==> src/rtl/evt_timer_pkg.sv <==
package evt_timer_pkg;
  typedef enum logic [1:0] {
    MODE_OFF = 2'b00,
    MODE_EVT = 2'b01,
    MODE_TMR = 2'b10,
    MODE_PW  = 2'b11
  } mode_e;

  localparam int unsigned CTRL_W     = 8;
  localparam int unsigned MODE_LSB   = 6;
  localparam int unsigned RUN_BIT    = 4;
  localparam int unsigned EDGE_BIT   = 3;
endpackage

==> src/rtl/evt_edge_sync.sv <==
module evt_edge_sync #(
  parameter int unsigned STAGES = 2
) (
  input  logic clk_i,
  input  logic rst_ni,
  input  logic in_i,
  output logic rise_o,
  output logic fall_o
);
  logic [STAGES:0] sh_q;

  always_ff @(posedge clk_i or negedge rst_ni) begin
    if (!rst_ni) sh_q <= '0;
    else         sh_q <= {sh_q[STAGES-1:0], in_i};
  end

  // sh_q[STAGES-1] is the synchronized level, sh_q[STAGES] its previous value
  assign rise_o =  sh_q[STAGES-1] & ~sh_q[STAGES];
  assign fall_o = ~sh_q[STAGES-1] &  sh_q[STAGES];
endmodule

==> src/rtl/evt_prescale.sv <==
module evt_prescale #(
  parameter int unsigned DIV = 4
) (
  input  logic clk_i,
  input  logic rst_ni,
  input  logic en_i,
  output logic tick_o
);
  localparam int unsigned PW = (DIV > 1) ? $clog2(DIV) : 1;
  localparam logic [PW-1:0] LAST = PW'(DIV - 1);

  logic [PW-1:0] div_q;

  always_ff @(posedge clk_i or negedge rst_ni) begin
    if (!rst_ni)          div_q <= '0;
    else if (!en_i)       div_q <= '0;
    else if (div_q == LAST) div_q <= '0;
    else                  div_q <= div_q + 1'b1;
  end

  assign tick_o = en_i & (div_q == LAST);
endmodule

==> src/rtl/evt_count_core.sv <==
module evt_count_core #(
  parameter int unsigned W = 8
) (
  input  logic         clk_i,
  input  logic         rst_ni,
  input  logic         inc_i,
  input  logic [W-1:0] preload_i,
  output logic [W-1:0] cnt_o,
  output logic         ovf_o
);
  logic [W-1:0] cnt_q;

  assign ovf_o = inc_i & (&cnt_q);

  always_ff @(posedge clk_i or negedge rst_ni) begin
    if (!rst_ni)    cnt_q <= '0;
    else if (ovf_o) cnt_q <= preload_i;
    else if (inc_i) cnt_q <= cnt_q + 1'b1;
  end

  assign cnt_o = cnt_q;
endmodule

==> src/rtl/evt_timer.sv <==
module evt_timer
  import evt_timer_pkg::*;
#(
  parameter int unsigned CNT_W       = 8,
  parameter int unsigned PRESCALE    = 4,
  parameter int unsigned SYNC_STAGES = 2
) (
  input  logic             clk_i,
  input  logic             rst_ni,
  input  logic             wr_en_i,
  input  logic             sel_i,
  input  logic [CNT_W-1:0] wdata_i,
  output logic [CNT_W-1:0] rdata_o,
  input  logic             ext_i,
  input  logic             irq_clr_i,
  output logic             irq_o
);
  logic [CNT_W-1:0] preload_q;
  logic [CNT_W-1:0] cnt_q;
  mode_e            mode_q;
  logic             run_q;
  logic             edge_q;
  logic             meas_q;
  logic             irq_q;

  logic rise, fall, act_edge, ret_edge;
  logic tick, tmr_en, pw_en, hw_clr, inc, ovf;
  logic ctrl_wr, data_wr;
  logic [CTRL_W-1:0] ctrl_rd;

  assign ctrl_wr = wr_en_i &  sel_i;
  assign data_wr = wr_en_i & ~sel_i;

  evt_edge_sync #(.STAGES(SYNC_STAGES)) u_sync (
    .clk_i (clk_i),
    .rst_ni(rst_ni),
    .in_i  (ext_i),
    .rise_o(rise),
    .fall_o(fall)
  );

  assign act_edge = edge_q ? fall : rise;
  assign ret_edge = edge_q ? rise : fall;

  assign tmr_en = run_q & (mode_q == MODE_TMR);
  assign pw_en  = run_q & (mode_q == MODE_PW);

  evt_prescale #(.DIV(PRESCALE)) u_pre (
    .clk_i (clk_i),
    .rst_ni(rst_ni),
    .en_i  (tmr_en),
    .tick_o(tick)
  );

  // pulse measurement: edge cycle counts, then every held cycle
  always_ff @(posedge clk_i or negedge rst_ni) begin
    if (!rst_ni)                meas_q <= 1'b0;
    else if (!pw_en)            meas_q <= 1'b0;
    else if (meas_q & ret_edge) meas_q <= 1'b0;
    else if (act_edge)          meas_q <= 1'b1;
  end

  assign hw_clr = pw_en & meas_q & ret_edge;

  always_comb begin
    unique case (mode_q)
      MODE_EVT: inc = run_q & act_edge;
      MODE_TMR: inc = tick;
      MODE_PW:  inc = pw_en & (meas_q ? ~ret_edge : act_edge);
      default:  inc = 1'b0;
    endcase
  end

  evt_count_core #(.W(CNT_W)) u_cnt (
    .clk_i    (clk_i),
    .rst_ni   (rst_ni),
    .inc_i    (inc),
    .preload_i(preload_q),
    .cnt_o    (cnt_q),
    .ovf_o    (ovf)
  );

  always_ff @(posedge clk_i or negedge rst_ni) begin
    if (!rst_ni) begin
      preload_q <= '0;
      mode_q    <= MODE_OFF;
      run_q     <= 1'b0;
      edge_q    <= 1'b0;
    end else begin
      if (data_wr) preload_q <= wdata_i;
      if (ctrl_wr) begin
        mode_q <= mode_e'(wdata_i[MODE_LSB +: 2]);
        edge_q <= wdata_i[EDGE_BIT];
      end
      // hardware clear wins over host write
      if (hw_clr)       run_q <= 1'b0;
      else if (ctrl_wr) run_q <= wdata_i[RUN_BIT];
    end
  end

  always_ff @(posedge clk_i or negedge rst_ni) begin
    if (!rst_ni)        irq_q <= 1'b0;
    else if (ovf)       irq_q <= 1'b1;
    else if (irq_clr_i) irq_q <= 1'b0;
  end

  always_comb begin
    ctrl_rd                 = '0;
    ctrl_rd[MODE_LSB +: 2]  = mode_q;
    ctrl_rd[RUN_BIT]        = run_q;
    ctrl_rd[EDGE_BIT]       = edge_q;
  end

  assign rdata_o = sel_i ? CNT_W'(ctrl_rd) : cnt_q;
  assign irq_o   = irq_q;
endmodule

==> config.mk <==
export PLATFORM = sky130hd
export DESIGN_NAME = evt_timer
export DESIGN_NICKNAME = d
export VERILOG_FILES = /design/src/rtl/evt_timer_pkg.sv /design/src/rtl/evt_edge_sync.sv /design/src/rtl/evt_prescale.sv /design/src/rtl/evt_count_core.sv /design/src/rtl/evt_timer.sv
export SDC_FILE = /design/constraint.sdc
export NUM_CORES = 1
export LEC_CHECK = 0
export BUFFER_PORTS_ARGS = -buffer_cell sky130_fd_sc_hd__buf_4
export CORE_ASPECT_RATIO = 1.2
export CORE_MARGIN = 2
export CORE_UTILIZATION = 30
export CTS_CLUSTER_SIZE = 20
export DETAILED_ROUTE_END_ITERATION = 10
export SLEW_MARGIN = 30
export SYNTH_ARGS = -nofsm -noshare
export SYNTH_HDL_FRONTEND = slang
export SYNTH_SLANG_ARGS = --single-unit
==> constraint.sdc <==
create_clock -name clk_i -period 2.5 [get_ports clk_i]
set_input_delay 0.375 -clock clk_i [delete_from_list [all_inputs] [get_ports clk_i]]
set_output_delay 0.375 -clock clk_i [all_outputs]
set_load 0.005 [all_outputs]
# Word-level counts from Yosys, hierarchy flattened
# Cells that the tools add are included.
[totals] register_bits=27 inputBits=14 word_cells=53
[classes] reduce_logical=4 n_mux=16 n_eq_ne=5 n_bitwise=17 addsub=2
[op_table] operator="$mux W8" n=3
[op_table] operator="$and A1 B1 Y1" n=13
[op_table] operator="$mux W1" n=10
[op_table] operator="$add A8 B1 Y8 const B" n=1
[op_table] operator="$reduce_and A8 Y1" n=1
[op_table] operator="$eq A2 B2 Y1 const B" n=3
[op_table] operator="$reduce_bool A2 Y1" n=3
[op_table] operator="$mux W2" n=2
[op_table] operator="$not A1 Y1" n=4
[op_table] operator="$ne A3 B2 Y1 const B" n=1
[op_table] operator="$pmux W1 S3" n=1
[op_table] operator="$add A2 B1 Y2 const B" n=1
[op_table] operator="$eq A2 B1 Y1 const B" n=1

# Logic depth before layout (Yosys ltp)
[depth] word_depth=9 depth_mapped=8 depth_no_buf=6

# Hierarchy
# From an unflattened synthesis, not the netlist that was laid out.
[unflattened] hier_cells=133 hier_area_um2=1438.9
[by_module_without_submodules] mod="evt_timer" area_per_inst_um2=710.7 n_inst=1 cells_each=61
[by_module_without_submodules] mod="evt_count_core" area_per_inst_um2=549.3 n_inst=1 cells_each=61
[by_module_without_submodules] mod="evt_edge_sync" area_per_inst_um2=90.1 n_inst=1 cells_each=5
[by_module_without_submodules] mod="evt_prescale" area_per_inst_um2=88.8 n_inst=1 cells_each=6

# Least setup slack after synthesis
# OpenSTA, ideal clock, no wires.
[synth_timing] path_type="register -> register" from="reg edge_q" to="reg u_cnt.cnt_q[7], in the netlist u_cnt.cnt_o[7]" t_arrival_ps=1945 path_slack_ps=451 setup_ps=104 path_stages_with_launch=8 period_less_slack_ps=2049 cell_sequence="dfrtp_1 -> or3b_1 -> a31o_1 -> o211a_1 -> buf_6 -> or2_0 -> buf_2 -> o41ai_2"
[synth_via] elab_chain_cells=7 word_cells_on_any_way=10
[synth_lines] element="from (decl)" line_no="evt_timer.sv:22" source="logic edge_q;"
[synth_lines] element="from (signal assigned)" line_no="evt_timer.sv:93" source="edge_q <= wdata_i[EDGE_BIT];"
[synth_lines] element="$mux W1" line_no="evt_timer.sv:43" source="assign ret_edge = edge_q ? rise : fall;"
[synth_lines] element="$not A1 Y1" line_no="evt_timer.sv:69" source="MODE_PW: inc = pw_en & (meas_q ? ~ret_edge : act_edge);"
[synth_lines] element="$mux W1" line_no="evt_timer.sv:69"
[synth_lines] element="$and A1 B1 Y1" line_no="evt_timer.sv:69"
[synth_lines] element="$pmux W1 S3 *" line_no="evt_timer.sv:66" source="unique case (mode_q)"
[synth_lines] element="$and A1 B1 Y1" line_no="evt_count_core.sv:13" source="assign ovf_o = inc_i & (&cnt_q);"
[synth_lines] element="$mux W8 / $reduce_bool A2 Y1 (equally long branches)"
[synth_lines] element="to (signal assigned)" line_no="evt_count_core.sv:17" source="else if (ovf_o) cnt_q <= preload_i;"
[synth_lines] element="to (signal assigned)" line_no="evt_count_core.sv:18" source="else if (inc_i) cnt_q <= cnt_q + 1'b1;"
[synth_lines] element="to (decl)" line_no="evt_count_core.sv:11" source="logic [W-1:0] cnt_q;"
# Mark *: on every way between the ends. The rest lies on a longest branch, timed or not.
# A chain may end at the register's enable or synchronous reset.

# Final worst setup path
# Same ends and word-level chain as after synthesis.

==> impl_metrics.ini <==
[status]
outcome = finished clean

[clock_tree]
clkLatencyLatePin_ns = 0.28
root_buffer = clkbuf_8
cts_setup_buffers = 0
path_clk_slew_ns = 0.09
h-tree-depth = 1
cts_buffer_depth = 2
cts_buffers = 3
cts_tree = built
cts_sinks = 27

[critical_path]
start_kind = register
critPathKind = reg -> reg
path_max_fanout = 10
critPathSlowestCell = dfrtp_1
critPathCaptureType = register
r2r_setup_slack_ns = 0.27
max_stage_delay_ns = 0.44
worst_ep_required_time_ns = 2.68
arrival_ns = 2.41
crit_chain = or3b_1 -> a31o_1 -> o211a_1 -> or2_0 -> o41ai_2

[floorplanning]
design.core.area_um2 = 4290
die_x_um = 65.3
ioPinCount = 23
placementRows = 26
start_util_pct = 31.5
dieHeight_um = 77.6
die_area_um2 = 5060

[synthesis]
syn_area_um2 = 1350
yosys_warnings = 0
syn-num-nets = 139
ys_types = 37
ys_ff_latch = 27
synth_cells = 123
avgSynthCellArea_um2 = 11.0
synth-seq-area-share_pct = 50.0

[place]
place_area_um2 = 1560
place_hpwl_um = 2040
port_buffers = 22
place.gp.congestion = 0.835

[layout]
fillers = 440
multi_input_area_um2 = 627
insertedDiodeCount = 0
nets = 160
synthToLayoutAreaGrowth_pct = 19.2
drive_gt1_share_pct = 31.5
regArea_um2 = 676
fin_area_um2 = 1610

[global_routing]
antenna_found_initial = 0
grt_pass1_vias = 1029
grt_pass1_wl_um = 4720
grt_max_degree = 28
grt_util_all_layers_pct = 12.1
grt_overflow_total = 0

[timing]
grt_setup_unrepaired = no
hold_viol_final = 0
worst_pin_slew_ns = 0.388
setup_tns_ns = 0
period_needed_ns = 2.23
finClkSkew_ns = 0.00369
maxSlewHeadroom_pct = 74.1
fin_crit_sh_pct = 89.2
fmax_ghz = 0.448
finalMaxSlewViolations = 0
finalSetupViolations = 0

[pwr]
vdd_drop_max_uv = 242
p_per_area_nw_per_um2 = 636
comb_power_share_pct = 19.8
p_int_mw = 0.728
switchingPower_mw = 0.297
p_sw_share_pct = 29.0
clockPowerShare_pct = 24.6
power.leakage_nw = 0.703
seqPwrFrac_pct = 55.6

[route]
drtIter0Drc = 37
routedWlPerCell_um = 13.7
avgViaCountPerCell = 5.06
vias = 1007
drc = 0
wirelength_um = 2720
firstDrtPassIters = 4
ant_nets = 0

[hold_path]
holdCritPathClass = in -> reg

[job]
maxCapViolCount = 0
-- routing by layer --
metal  up-vias  track usage (%)  routed length, um
li1        485                -                  -
met5         -                0                  0
met2        31             20.3               1290
met1       486             14.7               1220
met4         0             6.88                 69
met3         5             1.74                143
-- critical path, delay by kind of cell, from the launching register on --
family          cells  cell delay [ns]
simple gates        2             0.78
flops               1             0.44
compound gates      3             0.91
-- kinds of logic (layout without fill, tap and decap cells) --
| kind of cell | Yosys count | count (layout) | share of synthesized area (%) |
|---|---|---|---|
| adders and majority gates | 2 | 2 | 1.85 |
| DFF | 27 | 27 | 50.0 |
| AOI/OAI and AO/OA | 26 | 26 | 13.4 |
| muxes | 19 | 19 | 15.5 |
| and+or+nand+nor | 38 | 38 | 15.5 |
| buffers and inverters | 11 | 31 | 3.70 |
-- flip-flops by register name, summed over array words and instances, names as in the netlist --
register     count
u_pre.div_q      2
u_sync.sh_q      3
mode_q           2
run_q            1
irq_o            1
meas_q           1
edge_q           1
u_cnt.cnt_o      8
preload_q        8
-- through the flow --
step | power [mW] | hold slack (ns) | setup WS, ns | instances | utilization [%]
after floorplan | 0.688 | 0.0794 | 0.451 | 123 | -
after global placement | 0.776 | 0.306 | 0.364 | 194 | 36.2
after detailed placement | 0.784 | 0.308 | 0.298 | 194 | 36.2
after CTS | 1.04 | 0.187 | 0.262 | 199 | 37.6
after global routing | 1.10 | 0.175 | 0.118 | 199 | 37.6
final | 1.03 | 0.192 | 0.269 | 199 | 37.6
-- power by group through the flow --
stage / clock network [mW] / logic, mW / registers (mW)
detailed placement: 0 / 0.207 / 0.577
finish: 0.252 / 0.203 / 0.570
global route: 0.283 / 0.233 / 0.583
CTS: 0.262 / 0.208 / 0.568
global placement: 0 / 0.200 / 0.576
floorplan: 0 / 0.143 / 0.545
-- path summary, 6_finish.rpt --
path | from | end | cells after the start
max | edge_q$_DFFE_PN0P_ | u_cnt.cnt_o[7]$_DFFE_PN0P_ | 5
min | ext_i | u_sync.sh_q[0]$_DFF_PN0_ | 1
max reg2reg | edge_q$_DFFE_PN0P_ | u_cnt.cnt_o[7]$_DFFE_PN0P_ | 5
min reg2reg | u_sync.sh_q[0]$_DFF_PN0_ | u_sync.sh_q[1]$_DFF_PN0_ | 0
max in group asynchronous | rst_ni | preload_q[0]$_DFFE_PN0P_ | 2
min in group asynchronous | rst_ni | u_pre.div_q[1]$_DFF_PN0_ | 2
-- cells in the mapped netlist --
library cell,instances,area [um2]
clkbuf_1,6,22.5
or3b_2,1,8.76
mux2i_1,3,30.0
a21o_1,1,7.51
a31o_1,1,8.76
a21oi_1,3,15.0
buf_6,1,11.3
nand3b_1,2,15.0
inv_1,3,11.3
o211a_1,1,10.0
a41oi_1,1,8.76
o21ai_0,8,40.0
nor3_1,1,5.00
a211oi_1,1,7.51
o41ai_2,1,16.3
nor3b_1,1,7.51
nand3_1,4,20.0
nor2_1,5,18.8
mux2_2,16,180
nand4_1,1,6.26
and2_1,1,6.26
ha_1,2,25.0
and3_1,4,25.0
o22a_1,1,8.76
a21boi_0,1,7.51
a211o_1,1,8.76
buf_2,1,5.00
nor4_1,1,6.26
nand4b_1,1,8.76
or3b_1,1,8.76
dfrtp_1,27,676
nor2b_1,6,37.5
o22ai_1,2,12.5
o21bai_1,1,7.51
o31ai_1,3,22.5
or2_0,1,6.26
nand2_1,8,30.0
-- cell type report --
class / count / share of cell area (%)
inverter: 3 / 0.698
clock buffer: 3 / 2.56
multi-input combinational: 85 / 38.9
clock inverter: 1 / 0.310
sequential: 27 / 41.9
tap: 56 / 4.34
timing repair buffer: 24 / 11.3
-- what timing repair did --
action                                  CTS  global route
hold buffers                              1             0
resized for setup                         0             0
endpoints found under the setup margin    0             0
hold endpoints to repair                 16             0
-- cells in the final DEF, fill, tap and decap left out, drive strengths merged, types with 3 or more instances in the layout --
master / n
mux2i: 3
o31ai: 3
dfrtp: 27
buf: 23
clkbuf: 3
mux2: 16
inv: 3
nor2b: 6
nand3: 4
and3: 4
nor2: 5
nand2: 8
a21oi: 3
o21ai: 8
Power figures use the tool's default switching activity.
